**src/rtl/slfe_pkg.sv**
```systemverilog
package slfe_pkg;

    localparam int SEL_W   = 6;
    localparam int IN_W    = 8;
    localparam int OUT_W   = 8;
    localparam int DEV_CNT = 8;

    typedef enum logic [SEL_W-1:0] {
        DEV_INV   = 6'd0,
        DEV_OR2   = 6'd1,
        DEV_AND2  = 6'd2,
        DEV_NAND2 = 6'd3,
        DEV_NOR2  = 6'd4,
        DEV_XOR2  = 6'd5,
        DEV_XNOR2 = 6'd6,
        DEV_OR3   = 6'd7
    } dev_code_e;

    // Input bits a device slot actually listens to.
    function automatic logic [IN_W-1:0] used_mask(input int idx);
        logic [IN_W-1:0] m;
        case (idx)
            0:       m = IN_W'(1);
            7:       m = IN_W'(7);
            default: m = IN_W'(3);
        endcase
        return m;
    endfunction

    // Boolean behaviour of one device slot on its used inputs.
    function automatic logic dev_eval(input int idx, input logic [IN_W-1:0] a);
        logic r;
        case (idx)
            0:       r = ~a[0];
            1:       r = a[1] | a[0];
            2:       r = a[1] & a[0];
            3:       r = ~(a[1] & a[0]);
            4:       r = ~(a[1] | a[0]);
            5:       r = a[1] ^ a[0];
            6:       r = ~(a[1] ^ a[0]);
            7:       r = a[2] | a[1] | a[0];
            default: r = 1'b0;
        endcase
        return r;
    endfunction

endpackage

```
**src/rtl/slfe_sel_decode.sv**
```systemverilog
module slfe_sel_decode #(
    parameter int SEL_W   = slfe_pkg::SEL_W,
    parameter int DEV_CNT = slfe_pkg::DEV_CNT
) (
    input  logic [SEL_W-1:0]   sel,
    output logic [DEV_CNT-1:0] dev_en,
    output logic               known
);
    localparam int SLOTS = 1 << SEL_W;

    for (genvar i = 0; i < DEV_CNT; i++) begin : g_en
        assign dev_en[i] = (sel == SEL_W'(i));
    end

    assign known = (int'(sel) < DEV_CNT) && (DEV_CNT <= SLOTS);

    always_comb begin
        AST_SEL_ONEHOT: assert ($onehot0(dev_en)) else $error("select enables overlap");
        AST_KNOWN_HAS_EN: assert (!known || (dev_en != '0)) else $error("known code without enable");
    end
endmodule

```
**src/rtl/slfe_gate_bank.sv**
```systemverilog
module slfe_gate_bank #(
    parameter int IN_W    = slfe_pkg::IN_W,
    parameter int DEV_CNT = slfe_pkg::DEV_CNT
) (
    input  logic [IN_W-1:0]    din,
    output logic [DEV_CNT-1:0] dev_bit,
    output logic [DEV_CNT-1:0] stray
);
    for (genvar i = 0; i < DEV_CNT; i++) begin : g_dev
        localparam logic [IN_W-1:0] MASK = slfe_pkg::used_mask(i);
        assign dev_bit[i] = slfe_pkg::dev_eval(i, din & MASK);
        assign stray[i]   = |(din & ~MASK);
    end
endmodule

```
**src/rtl/slfe_out_mux.sv**
```systemverilog
module slfe_out_mux #(
    parameter int OUT_W   = slfe_pkg::OUT_W,
    parameter int DEV_CNT = slfe_pkg::DEV_CNT
) (
    input  logic [DEV_CNT-1:0] dev_en,
    input  logic               known,
    input  logic [DEV_CNT-1:0] dev_bit,
    input  logic [DEV_CNT-1:0] stray,
    output logic [OUT_W-1:0]   word
);
    localparam int PAD_W = OUT_W - 1;

    logic hit;
    assign hit  = |(dev_en & dev_bit & ~stray);
    assign word = {{PAD_W{1'b0}}, hit & known};

    always_comb begin
        AST_UNKNOWN_ZERO: assert (known || (word == '0)) else $error("unassigned code drove output");
    end
endmodule

```
**src/rtl/slfe_emulator.sv**
```systemverilog
module slfe_emulator #(
    parameter int SEL_W   = slfe_pkg::SEL_W,
    parameter int IN_W    = slfe_pkg::IN_W,
    parameter int OUT_W   = slfe_pkg::OUT_W,
    parameter int DEV_CNT = slfe_pkg::DEV_CNT
) (
    input  logic [SEL_W-1:0] dev_sel,
    input  logic [IN_W-1:0]  dev_in,
    output logic [OUT_W-1:0] dev_out
);
    typedef struct packed {
        logic [OUT_W-1:0] word;
        logic             stray_hit;
    } res_t;

    logic [DEV_CNT-1:0] dev_en;
    logic               known;
    logic [DEV_CNT-1:0] dev_bit;
    logic [DEV_CNT-1:0] stray;
    logic [OUT_W-1:0]   mux_word;
    res_t               res_d;

    slfe_sel_decode #(.SEL_W(SEL_W), .DEV_CNT(DEV_CNT)) dec_i (
        .sel    (dev_sel),
        .dev_en (dev_en),
        .known  (known)
    );

    slfe_gate_bank #(.IN_W(IN_W), .DEV_CNT(DEV_CNT)) bank_i (
        .din     (dev_in),
        .dev_bit (dev_bit),
        .stray   (stray)
    );

    slfe_out_mux #(.OUT_W(OUT_W), .DEV_CNT(DEV_CNT)) mux_i (
        .dev_en  (dev_en),
        .known   (known),
        .dev_bit (dev_bit),
        .stray   (stray),
        .word    (mux_word)
    );

    // Single combinational process; no registered stage.
    always_comb begin
        res_d           = '0;
        res_d.word      = mux_word;
        res_d.stray_hit = |(dev_en & stray);
    end

    assign dev_out = res_d.word;

    always_comb begin
        AST_UPPER_BITS_ZERO: assert (dev_out[OUT_W-1:1] == '0) else $error("upper output bits set");
        AST_STRAY_ZERO: assert (!res_d.stray_hit || (dev_out == '0)) else $error("unused input leaked");
    end
endmodule

```
**config.mk**
```make
export PLATFORM = sky130hd
export DESIGN_NAME = slfe_emulator
export DESIGN_NICKNAME = d
export VERILOG_FILES = /design/src/rtl/slfe_pkg.sv /design/src/rtl/slfe_sel_decode.sv /design/src/rtl/slfe_gate_bank.sv /design/src/rtl/slfe_out_mux.sv /design/src/rtl/slfe_emulator.sv
export SDC_FILE = /design/constraint.sdc
export NUM_CORES = 1
export LEC_CHECK = 0
export BUFFER_PORTS_ARGS = -buffer_cell sky130_fd_sc_hd__buf_2
export CELL_PAD_IN_SITES_DETAIL_PLACEMENT = 1
export CELL_PAD_IN_SITES_GLOBAL_PLACEMENT = 1
export CORE_AREA = 2 2 39 41
export DETAILED_ROUTE_END_ITERATION = 8
export DIE_AREA = 0 0 41 43
export GPL_TIMING_DRIVEN = 0
export PLACE_DENSITY = 0.61
export SLEW_MARGIN = 10
export SYNTH_ARGS = -nofsm -noshare
export SYNTH_HDL_FRONTEND = slang
export SYNTH_SLANG_ARGS = --single-unit
export TNS_END_PERCENT = 5
```
**constraint.sdc**
```tcl
create_clock -name vclk -period 1.8
set_clock_uncertainty 0.2 [all_clocks]
set_input_delay 0.27 -clock vclk [all_inputs]
set_output_delay 0.27 -clock vclk [all_outputs]
set_load 0.02 [all_outputs]
```
======== After elaboration in Yosys (flattened, before gate mapping) ========
Cells that the tools add are included.
word-level totals
  bits in registers ....................... 0
  bits of input ports ..................... 14
  output and inout bits ................... 8
  word-level logic and storage cells ...... 26
cells by class
  order comparisons ....................... 1
  equality and inequality tests ........... 7
  bitwise operators ....................... 13
  reductions and logical operators ........ 5
operator list
  operator                                                                       number
  6-bit by 3-bit equality test with 1-bit output (second input constant)         4
  8-bit AND                                                                      2
  6-bit by 2-bit equality test with 1-bit output (second input constant)         2
  8-bit inverter                                                                 1
  8-bit OR reduction                                                             1
  7-bit OR reduction                                                             1
  6-bit by 1-bit equality test with 1-bit output (second input constant)         1
  6-bit logical NOT                                                              1
  6-bit by 4-bit less-than comparator with 1-bit output (second input constant)  1
  6-bit OR reduction                                                             1
  5-bit OR reduction                                                             1
  1-bit inverter                                                                 4
  1-bit OR                                                                       3
  1-bit AND                                                                      2
  1-bit bitwise XOR                                                              1

======== Longest topological paths before layout ========
Gate-level depths: netlist (run 1).
  word-level depth ........................ 6
  gate-level depth with buffers ........... 6
  depth with buffers taken out ............ 6

======== Modules after synthesis ========
A second synthesis (run 1) with hierarchy kept.
unflattened totals
  cells, all modules ...................... 54
  area, all modules ....................... 341.6 µm²
by module, submodules not included
  module           times used  cells an instance  area an instance (µm²)  sequential area each (µm²)
  slfe_gate_bank   1           18                 125.1                   0.0
  slfe_out_mux     1           21                 122.6                   0.0
  slfe_sel_decode  1           15                 93.8                    0.0

======== Worst setup path after synthesis (run 1) ========
No wires, ideal clock.
  path kind ............................... input to output
  start ................................... in dev_in[0]
  end ..................................... out dev_out[0]
  arrival time ............................ 1.257 ns
  data required time ...................... 1.330 ns
  slack ................................... 0.073 ns
  stages .................................. 6
  buffers on the path ..................... 0
  cells stage by stage .................... inv_1 -> ha_1 -> mux2i_1 -> o31ai_1 -> o221ai_1 -> and4_1
on the way
  word-level cells in the longest chain between the ends .. 6
  elaborated cells between the ends (all ways) .. 12
  classes of those cells .................. 11 x bitwise; 1 x reduce/logical
RTL lines
  element                                   RTL line                                        source
  from (decl)                               slfe_emulator.sv:8                              input logic [IN_W-1:0] dev_in,
  1-bit AND (tied with other cells)         slfe_pkg.sv:36, slfe_pkg.sv:37
  1-bit inverter, on equally long branches  slfe_pkg.sv:37, slfe_pkg.sv:38, slfe_pkg.sv:40
  8-bit AND * (2 in a row)                  slfe_out_mux.sv:14                              assign hit = |(dev_en & dev_bit & ~stray);
  8-bit OR reduction *                      slfe_out_mux.sv:14
  1-bit AND *                               slfe_out_mux.sv:15                              assign word = {{PAD_W{1'b0}}, hit & known};
  to (decl)                                 slfe_emulator.sv:9                              output logic [OUT_W-1:0] dev_out
Mark *: on every way between the ends. The rest lies on a longest branch, timed or not.

======== Worst setup path after layout (run 1) ========
Ends and elaborated chain as after synthesis.

==> impl_metrics.prom, run 1 <==
# TYPE chip_impl_metric gauge
chip_impl_info{name="status",value="finished with violations"} 1
chip_impl_info{name="violations",value="setup timing"} 1
chip_impl_metric{name="antenna_cells",unit=""} 0
chip_impl_info{name="worstSetupStartpoint",value="dev_in[0]"} 1
chip_impl_metric{name="area_growth",unit="%"} 93.75
chip_impl_metric{name="vdd_ir_drop_max",unit="mV"} 0.05016
chip_impl_metric{name="timing.final.hold_violations",unit=""} 0
chip_impl_metric{name="p_per_area",unit="nW/um^2"} 213.4
chip_impl_metric{name="first_global_vias",unit=""} 244
chip_impl_metric{name="postRouteWirelength",unit="microns"} 553
chip_impl_metric{name="report.final.setup_viol",unit=""} 1
chip_impl_metric{name="share_of_the_core_filled_with_cells",unit="%"} 25.23
chip_impl_metric{name="dr.pass1.iters",unit=""} 1
chip_impl_metric{name="die_h",unit="microns"} 43
chip_impl_metric{name="detailedRoute.firstIterationViolations",unit=""} 0
chip_impl_info{name="post-synth-top-area-cell",value="sky130_fd_sc_hd__buf_4"} 1
chip_impl_info{name="final_common_cell",value="sky130_fd_sc_hd__buf_2"} 1
chip_impl_info{name="slowest_stage",value="sky130_fd_sc_hd__ha_4"} 1
chip_impl_metric{name="synthesis.instances",unit=""} 26
chip_impl_metric{name="worst_path_required_time",unit="ps"} 1330
chip_impl_metric{name="nFillCells",unit=""} 176
chip_impl_metric{name="hold_slack",unit="ps"} 767.5
chip_impl_metric{name="synth_sequential_area_ratio",unit="%"} 0
chip_impl_metric{name="period_minus_slack",unit="ps"} 1869
chip_impl_metric{name="core",unit="sq um"} 1384
chip_impl_info{name="hold_path_class",value="in -> out"} 1
chip_impl_metric{name="fin_ws",unit="ps"} -69.48
chip_impl_metric{name="dieWidth",unit="microns"} 41
chip_impl_metric{name="clock_buffer_count",unit=""} 0
chip_impl_metric{name="floorplan.initialDensity",unit="%"} 13.02
chip_impl_metric{name="placedCellCount",unit=""} 63
chip_impl_metric{name="netlist.area_leader.share",unit="%"} 29.17
chip_impl_metric{name="design.die.area",unit="sq um"} 1763
chip_impl_info{name="crit_path_end_kind",value="output pin"} 1
chip_impl_info{name="worst_setup_path_endpoint",value="dev_out[0]"} 1
chip_impl_metric{name="max_cap_viol_count",unit=""} 0
chip_impl_metric{name="fin_nets",unit=""} 66
chip_impl_info{name="critPathLaunchType",value="input pin"} 1
chip_impl_metric{name="multi_input_comb_area",unit="sq um"} 155.1
chip_impl_metric{name="via_count",unit=""} 239
chip_impl_metric{name="achievable-frequency",unit="MHz"} 534.9
chip_impl_metric{name="fin_area",unit="sq um"} 349.1
chip_impl_metric{name="yosys.cell_types.count",unit=""} 16
chip_impl_info{name="ys_top_cells_by_area",value="sky130_fd_sc_hd__buf_4 29%, sky130_fd_sc_hd__ha_1 14%, sky130_fd_sc_hd__nor4_1 6.9%"} 1
chip_impl_info{name="unrepaired_setup_endpoints_after_global_routing",value="yes"} 1
chip_impl_metric{name="routedWlPerCell",unit="microns"} 8.641
chip_impl_metric{name="drive_above_1_share",unit="%"} 54.17
chip_impl_metric{name="drtAntennaViolNets",unit=""} 0
chip_impl_metric{name="seq_cells",unit=""} 0
chip_impl_metric{name="grt_antenna_before_repair",unit=""} 0
chip_impl_metric{name="syn_area_per_cell",unit="sq um"} 6.930
chip_impl_metric{name="global_route.usage.total",unit="%"} 6.793
chip_impl_metric{name="timing.final.crit_share",unit="%"} 103.9
chip_impl_info{name="path_delay_family",value="adder cells"} 1
chip_impl_metric{name="syn-cell-area",unit="sq um"} 180.2
chip_impl_metric{name="gpl_wtd_cong",unit=""} 0.7559
chip_impl_metric{name="ioPinCount",unit=""} 22
chip_impl_metric{name="timing.final.max_slew_violations",unit=""} 0
chip_impl_metric{name="worst-path-buf-inv",unit=""} 3
chip_impl_metric{name="worstPathArrival",unit="ps"} 1400
chip_impl_metric{name="grt_overflow",unit=""} 0
chip_impl_info{name="top_library_cells_by_usage_in_the_layout_fill_and_taps_aside",value="12 x sky130_fd_sc_hd__buf_2, 8 x sky130_fd_sc_hd__buf_4, 7 x sky130_fd_sc_hd__conb_1"} 1
chip_impl_metric{name="grt_max_degree",unit=""} 7
chip_impl_metric{name="cp_slowest_stage_delay",unit="ps"} 250
chip_impl_metric{name="holdBufCountCts",unit=""} 0
chip_impl_metric{name="maximum_fanout_along_the_worst_path",unit=""} 2
chip_impl_metric{name="yosys_warnings",unit=""} 0
chip_impl_metric{name="critical_path_depth",unit=""} 8
chip_impl_metric{name="combined_flip_flop_and_latch_cell_area",unit="sq um"} 0
chip_impl_metric{name="first_pass_grt_wire_length",unit="microns"} 876
chip_impl_metric{name="routed_via_density",unit=""} 3.734
chip_impl_info{name="timing.setup.critical_path_class",value="in -> out"} 1
chip_impl_metric{name="post_route_non_filler_standard_cell_count",unit=""} 64
chip_impl_metric{name="placement_row_count",unit=""} 14
chip_impl_metric{name="leakage",unit="nW"} 0.1873
chip_impl_metric{name="postPlaceCellArea",unit="sq um"} 297.8
chip_impl_metric{name="drcViolationCount",unit=""} 0
chip_impl_info{name="cp_cell_sequence",value="buf_8 -> inv_4 -> ha_4 -> mux2i_1 -> o31ai_1 -> o221ai_1 -> and4_1 -> buf_6"} 1
chip_impl_metric{name="port_buffers",unit=""} 15
-- stage by stage --
step	TNS [ps]	total power, mW	setup slack, ps
4_1_cts	-70.91	0.07343	-70.91
6_report	-69.48	0.07449	-69.48
3_5_place_dp	-171.8	0.06244	-171.8
2_1_floorplan	0	0.04033	72.85
3_3_place_gp	-147.2	0.06187	-147.2
5_1_grt	-136.6	0.08237	-136.6
-- area by class of cell --
cell class,count,area share (%)
timing repair buffer,16,31.18
inverter,2,3.584
tap,16,5.735
multi-input combinational,23,44.44
buffer,7,15.05
-- worst min path at each step --
stage | from | to | slack [ps] | depth (start not counted)
2_1_floorplan | dev_sel[3] | dev_out[0] | 600 | 2
3_3_place_gp | dev_sel[3] | dev_out[0] | 770 | 4
3_5_place_dp | dev_sel[3] | dev_out[0] | 780 | 4
4_1_cts | dev_sel[3] | dev_out[0] | 770 | 4
5_1_grt | dev_sel[5] | dev_out[0] | 780 | 4
6_report | dev_sel[3] | dev_out[0] | 770 | 4
-- logic make-up after synthesis --
group	Yosys count	share of synthesized area [%]
AOI/OAI and AO/OA	5	17.36
xor gates and xnor gates	1	4.862
adders and majority gates	2	13.89
buffers and inverters	9	33.33
muxes	1	5.556
other	1	2.081
and+or+nand+nor	7	22.91
-- cells in the mapped netlist --
library cell,count
sky130_fd_sc_hd__mux2i_1,1
sky130_fd_sc_hd__o31ai_1,1
sky130_fd_sc_hd__nor3_1,1
sky130_fd_sc_hd__o221ai_1,1
sky130_fd_sc_hd__and4_1,1
sky130_fd_sc_hd__inv_1,2
sky130_fd_sc_hd__a21oi_1,2
sky130_fd_sc_hd__nor2_1,1
sky130_fd_sc_hd__buf_4,7
sky130_fd_sc_hd__ha_1,2
sky130_fd_sc_hd__nand2_1,1
sky130_fd_sc_hd__o21ai_1,1
sky130_fd_sc_hd__nor4_1,2
sky130_fd_sc_hd__xor2_1,1
sky130_fd_sc_hd__nor3b_1,1
sky130_fd_sc_hd__conb_1,1
-- repair_timing --
action,CTS,global route
endpoints found under the hold margin,0,0
buffers inserted,1,0
pin swaps,3,1
resized for setup,11,0
endpoints found under the setup margin,1,1
-- power by group --
part / internal [mW] / switching (mW) / total [mW]
clock: 0 / 0 / 0
sequential: 0 / 0 / 0
combinational: 0.0389 / 0.0356 / 0.0745
total: 0.0389 / 0.0356 / 0.0745
-- metal layers --
layer	global-route usage [%]	vias up	routed length (microns)
met4	0	0	0
met2	14.37	13	295
met3	0	0	65
li1	-	123	-
met1	6.962	103	192
met5	0	-	0
-- tightest hold or removal path: stages --
cell                     delay [ps]
sky130_fd_sc_hd__buf_2           80
sky130_fd_sc_hd__nor4_1          40
sky130_fd_sc_hd__and4_1         190
sky130_fd_sc_hd__buf_6          130
(Power assumes the default switching activity.)
==> run 2: changes to the inputs <==
- PLACE_DENSITY: 0.61 -> 0.63
- clock period: 1.8 -> 1.71 ns (I/O delays scaled with it)
==> run 2 against run 1 <==
Against the previous run: the flow still finishes with violations (setup timing); count of clock-buffer cells in the layout is the same; non-clock buffer count grew 1; core utilization grew 0.54 points; critical endpoint unchanged; critical path depth is the same; largest power group unchanged; combinational power grew 7.7%; largest cell class unchanged; die area is the same; final cell count grew 1.6%.
==> impl_metrics.prom, run 2 (same netlist as run 1, synthesis figures left out) <==
# TYPE chip_impl_metric gauge
chip_impl_info{name="status",value="finished with violations"} 1
chip_impl_info{name="violations",value="setup timing"} 1
chip_impl_metric{name="period_minus_slack",unit="ps"} 1804
chip_impl_metric{name="postRouteWirelength",unit="microns"} 524
chip_impl_metric{name="grtUsageMet2",unit="%"} 12.81
chip_impl_metric{name="comb_power_share",unit="%"} 100.0
chip_impl_metric{name="detailedRoute.firstIterationViolations",unit=""} 0
chip_impl_metric{name="fin_ws",unit="ps"} -94.16
chip_impl_metric{name="timing.final.crit_share",unit="%"} 105.5
chip_impl_metric{name="placement_row_count",unit=""} 14
chip_impl_metric{name="routed_via_density",unit=""} 3.677
chip_impl_metric{name="drtAntennaViolNets",unit=""} 0
chip_impl_info{name="gr_busiest_metal",value="met2"} 1
chip_impl_metric{name="vdd_ir_drop_max",unit="mV"} 0.05234
chip_impl_metric{name="switching_share",unit="%"} 47.02
chip_impl_metric{name="dieWidth",unit="microns"} 41
chip_impl_metric{name="global_route.usage.total",unit="%"} 6.294
chip_impl_info{name="top_library_cells_by_usage_in_the_layout_fill_and_taps_aside",value="12 x sky130_fd_sc_hd__buf_2, 9 x sky130_fd_sc_hd__buf_4, 7 x sky130_fd_sc_hd__conb_1"} 1
chip_impl_info{name="unrepaired_setup_endpoints_after_global_routing",value="yes"} 1
chip_impl_metric{name="routedWlPerCell",unit="microns"} 8.062
chip_impl_metric{name="dp_hpwl",unit="microns"} 444.6
chip_impl_metric{name="fin_nets",unit=""} 67
chip_impl_metric{name="gpl_wtd_cong",unit=""} 0.6356
chip_impl_metric{name="pre_cts_slack",unit="ps"} -213.2
chip_impl_metric{name="core",unit="sq um"} 1384
chip_impl_metric{name="total_switching_power",unit="uW"} 37.70
chip_impl_metric{name="grt_antenna_before_repair",unit=""} 0
chip_impl_metric{name="use_met1",unit="%"} 6.962
chip_impl_info{name="final_common_cell",value="sky130_fd_sc_hd__buf_2"} 1
chip_impl_metric{name="grt_overflow",unit=""} 0
chip_impl_metric{name="grt_max_degree",unit=""} 7
chip_impl_metric{name="max_cap_viol_count",unit=""} 0
chip_impl_info{name="critPathLaunchType",value="input pin"} 1
chip_impl_metric{name="via_count",unit=""} 239
chip_impl_metric{name="intPower",unit="uW"} 42.47
chip_impl_metric{name="worstPathArrival",unit="ps"} 1350
chip_impl_info{name="timing.setup.critical_path_class",value="in -> out"} 1
chip_impl_metric{name="drcViolationCount",unit=""} 0
chip_impl_info{name="crit_path_end_kind",value="output pin"} 1
chip_impl_metric{name="floorplan.initialDensity",unit="%"} 13.02
chip_impl_metric{name="share_of_the_core_filled_with_cells",unit="%"} 25.77
chip_impl_metric{name="antenna_cells",unit=""} 0
chip_impl_metric{name="power.share.sequential",unit="%"} 0
chip_impl_metric{name="report.final.setup_viol",unit=""} 1
chip_impl_metric{name="first_pass_grt_wire_length",unit="microns"} 800
chip_impl_metric{name="p_per_area",unit="nW/um^2"} 224.8
chip_impl_metric{name="first_global_vias",unit=""} 200
chip_impl_metric{name="port_buffers",unit=""} 15
chip_impl_metric{name="clock_power_share",unit="%"} 0
chip_impl_metric{name="area_growth",unit="%"} 97.92
chip_impl_metric{name="design.die.area",unit="sq um"} 1763
chip_impl_info{name="hold_path_class",value="in -> out"} 1
chip_impl_metric{name="achievable-frequency",unit="MHz"} 554.3
chip_impl_metric{name="holdBufCountCts",unit=""} 0
chip_impl_metric{name="global_route.usage.met3",unit="%"} 0
chip_impl_metric{name="leakage",unit="nW"} 0.1921
chip_impl_metric{name="combined_flip_flop_and_latch_cell_area",unit="sq um"} 0
chip_impl_metric{name="maximum_fanout_along_the_worst_path",unit=""} 2
chip_impl_metric{name="dr.pass1.iters",unit=""} 1
chip_impl_metric{name="ioPinCount",unit=""} 22
chip_impl_metric{name="timing.final.hold_violations",unit=""} 0
chip_impl_metric{name="drive_above_1_share",unit="%"} 55.10
chip_impl_metric{name="clock_buffer_count",unit=""} 0
chip_impl_metric{name="worst_path_required_time",unit="ps"} 1250
chip_impl_metric{name="die_h",unit="microns"} 43
chip_impl_metric{name="power.total",unit="uW"} 80.17
chip_impl_metric{name="nFillCells",unit=""} 186
chip_impl_metric{name="timing.final.max_slew_violations",unit=""} 0
chip_impl_metric{name="seq_cells",unit=""} 0
==> run 2: area by class of cell <==
type,count,area [sq um],share of cell area (%)
plain buffers,7,52.55,14.74
inverters,2,12.51,3.509
multi-input cells,23,155.1,43.51
well taps,16,20.02,5.614
repair buffers,17,116.4,32.63
==> run 2: through the flow <==
step	cell area, sq um	setup TNS [ps]	hold slack [ps]	cells
4_1_cts	356.6	-113.4	740.2	65
6_report	356.6	-94.16	731.7	65
2_1_floorplan	202.7	0	575.0	32
5_1_grt	356.6	-180.9	757.0	65
3_5_place_dp	297.8	-213.2	748.3	63
3_3_place_gp	297.8	-206.0	743.8	63
==> run 2: power groups by stage <==
stage	Clock, mW	Sequential, mW	Combinational [mW]
after floorplan	0	0	0.0425
after global placement	0	0	0.0654
after detailed placement	0	0	0.0662
after CTS	0	0	0.0793
after global routing	0	0	0.0885
final	0	0	0.0802
==> run 2: worst paths after layout <==
path | from | endpoint | slack [ps] | cells after the start
hold / removal | dev_sel[3] | dev_out[0] | 730 | 4
setup / recovery | dev_in[0] | dev_out[0] | -90 | 8
==> run 2: worst max-delay path, stage by stage <==
cell and delay (ps):
sky130_fd_sc_hd__buf_8 80, sky130_fd_sc_hd__inv_4 30, sky130_fd_sc_hd__ha_4 250, sky130_fd_sc_hd__mux2i_1 180
sky130_fd_sc_hd__o31ai_1 90, sky130_fd_sc_hd__o221ai_1 140, sky130_fd_sc_hd__and4_1 210, sky130_fd_sc_hd__buf_6 120
==> run 2: metal layers <==
| metal | vias to the layer above | wire length [microns] |
|---|---|---|
| met5 | - | 0 |
| met4 | 0 | 0 |
| met3 | 0 | 63 |
| met2 | 12 | 273 |
| met1 | 102 | 187 |
| li1 | 125 | - |
==> run 2: timing repair <==
item / 4_1_cts / 5_1_grt
resized for setup: 11 / 0
endpoints found under the setup margin: 1 / 1
setup buffers: 2 / 0
pin swaps: 3 / 1
==> run 3: changes to the inputs <==
- REMOVE_ABC_BUFFERS: default -> 1
==> run 3 against run 2 <==
Against the previous run: the run still ends with setup timing left; non-clock buffer count down 7; via count is 4.2% lower; combinational power decreased by 17%; critical path type unchanged; sequential cell count is the same; largest cell class is now multi-input gates.
==> impl_metrics.prom, run 3 (same netlist as run 1, synthesis figures left out) <==
# TYPE chip_impl_metric gauge
chip_impl_info{name="status",value="finished with violations"} 1
chip_impl_info{name="violations",value="setup timing"} 1
chip_impl_metric{name="p_per_area",unit="nW/um^2"} 220.2
chip_impl_metric{name="routed_via_density",unit=""} 3.948
chip_impl_metric{name="worstPathArrival",unit="ps"} 1360
chip_impl_metric{name="timing.final.hold_violations",unit=""} 0
chip_impl_metric{name="dr.pass1.iters",unit=""} 1
chip_impl_metric{name="grt_antenna_before_repair",unit=""} 0
chip_impl_metric{name="drcViolationCount",unit=""} 0
chip_impl_metric{name="grt_overflow",unit=""} 0
chip_impl_metric{name="global_route.usage.total",unit="%"} 5.794
chip_impl_metric{name="timing.final.max_slew_violations",unit=""} 0
chip_impl_metric{name="drtAntennaViolNets",unit=""} 0
chip_impl_metric{name="dp_hpwl",unit="microns"} 429.9
chip_impl_metric{name="gpl_wtd_cong",unit=""} 0.7250
chip_impl_metric{name="nFillCells",unit=""} 181
chip_impl_metric{name="placement_row_count",unit=""} 14
chip_impl_info{name="critPathLaunchType",value="input pin"} 1
chip_impl_metric{name="fin_nets",unit=""} 60
chip_impl_metric{name="vdd_ir_drop_max",unit="mV"} 0.04121
chip_impl_info{name="path_delay_family",value="adder cells"} 1
chip_impl_metric{name="intPower",unit="uW"} 31.66
chip_impl_metric{name="worst-path-buf-inv",unit=""} 3
chip_impl_metric{name="comb_power_share",unit="%"} 100.0
chip_impl_metric{name="power.share.sequential",unit="%"} 0
chip_impl_metric{name="port_buffers",unit=""} 15
chip_impl_metric{name="design.die.area",unit="sq um"} 1763
chip_impl_metric{name="via_count",unit=""} 229
chip_impl_metric{name="leakage",unit="nW"} 0.1539
chip_impl_metric{name="switching_share",unit="%"} 52.70
chip_impl_metric{name="total_switching_power",unit="uW"} 35.27
chip_impl_info{name="cp_cell_sequence",value="buf_8 -> inv_4 -> ha_4 -> mux2i_1 -> o31ai_1 -> o221ai_1 -> and4_1 -> buf_6"} 1
chip_impl_metric{name="seq_cells",unit=""} 0
chip_impl_metric{name="antenna_cells",unit=""} 0
chip_impl_info{name="slowest_stage",value="sky130_fd_sc_hd__ha_4"} 1
chip_impl_info{name="top_library_cells_by_usage_in_the_layout_fill_and_taps_aside",value="12 x sky130_fd_sc_hd__buf_2, 7 x sky130_fd_sc_hd__conb_1"} 1
chip_impl_metric{name="worst_path_required_time",unit="ps"} 1250
chip_impl_metric{name="post_route_non_filler_standard_cell_count",unit=""} 58
chip_impl_metric{name="ioPinCount",unit=""} 22
chip_impl_info{name="unrepaired_setup_endpoints_after_global_routing",value="yes"} 1
chip_impl_metric{name="pre_cts_slack",unit="ps"} -226.9
chip_impl_metric{name="first_pass_grt_wire_length",unit="microns"} 759
chip_impl_metric{name="timing.final.crit_share",unit="%"} 106.4
chip_impl_metric{name="holdBufCountCts",unit=""} 0
chip_impl_metric{name="fin_ws",unit="ps"} -109.8
chip_impl_info{name="crit_path_end_kind",value="output pin"} 1
chip_impl_metric{name="core",unit="sq um"} 1384
chip_impl_metric{name="detailedRoute.firstIterationViolations",unit=""} 0
chip_impl_metric{name="cp_slowest_stage_delay",unit="ps"} 250
chip_impl_metric{name="clock_power_share",unit="%"} 0
chip_impl_info{name="hold_path_class",value="in -> out"} 1
chip_impl_metric{name="area_growth",unit="%"} 68.75
chip_impl_metric{name="critical_path_depth",unit=""} 8
chip_impl_metric{name="first_global_vias",unit=""} 206
chip_impl_metric{name="die_h",unit="microns"} 43
chip_impl_metric{name="dieWidth",unit="microns"} 41
chip_impl_metric{name="period_minus_slack",unit="ps"} 1820
chip_impl_metric{name="routedWlPerCell",unit="microns"} 8.810
chip_impl_metric{name="grt_max_degree",unit=""} 7
chip_impl_metric{name="report.final.setup_viol",unit=""} 1
chip_impl_metric{name="worst_hold_path.num_cells",unit=""} 4
chip_impl_metric{name="placedCellCount",unit=""} 56
chip_impl_metric{name="drive_above_1_share",unit="%"} 47.62
chip_impl_metric{name="floorplan.initialDensity",unit="%"} 13.02
chip_impl_metric{name="hold_slack",unit="ps"} 740.1
chip_impl_metric{name="postRouteWirelength",unit="microns"} 511
chip_impl_metric{name="max_cap_viol_count",unit=""} 0
chip_impl_metric{name="achievable-frequency",unit="MHz"} 549.5
chip_impl_info{name="final_common_cell",value="sky130_fd_sc_hd__buf_2"} 1
chip_impl_metric{name="maximum_fanout_along_the_worst_path",unit=""} 2
chip_impl_metric{name="combined_flip_flop_and_latch_cell_area",unit="sq um"} 0
chip_impl_metric{name="share_of_the_core_filled_with_cells",unit="%"} 21.97
chip_impl_info{name="timing.setup.critical_path_class",value="in -> out"} 1
chip_impl_metric{name="clock_buffer_count",unit=""} 0
## run 3: power by group through the flow
stage	combinational, mW	sequential, mW	clock (mW)
detailed placement	0.0538	0	0
floorplan	0.0301	0	0
finish	0.0669	0	0
global placement	0.0531	0	0
CTS	0.0669	0	0
global route	0.0744	0	0
## run 3: final timing paths
path,from,endpoint,slack [ps]
max,dev_in[0],dev_out[0],-110
min,dev_sel[3],dev_out[0],740
## run 3: cell type report
| cell class | count | area, sq um | area share, % |
|---|---|---|---|
| timing repair buffer | 17 | 116.4 | 38.27 |
| multi-input combinational | 23 | 155.1 | 51.03 |
| tap | 16 | 20.02 | 6.584 |
| inverter | 2 | 12.51 | 4.115 |
## run 3: timing repair
item	in CTS	in global routing
setup buffers	2	0
gates cloned	0	0
setup endpoints to repair	1	1
resized for setup	11	0
pin swaps	3	1
## run 3: worst min-delay path: cells and delay by family
kind	cells	cell delay, ps
buf+inv	2	210
simple gates	2	220
## run 3: stage by stage
stage / power (mW) / setup TNS [ps] / area [sq um]
4_1_cts: 0.06691 / -130.2 / 304.0
6_report: 0.06694 / -109.8 / 304.0
3_3_place_gp: 0.05311 / -206.1 / 245.2
5_1_grt: 0.07438 / -198.4 / 304.0
2_1_floorplan: 0.03013 / 0 / 150.1
3_5_place_dp: 0.05376 / -226.9 / 245.2
## run 3: metal layers
metal | track usage [%] | wire length, microns | vias to the layer above
li1 | - | - | 111
met1 | 6.013 | 151 | 104
met2 | 12.19 | 275 | 14
met3 | 0 | 84 | 0
met4 | 0 | 0 | 0
met5 | 0 | 0 | -
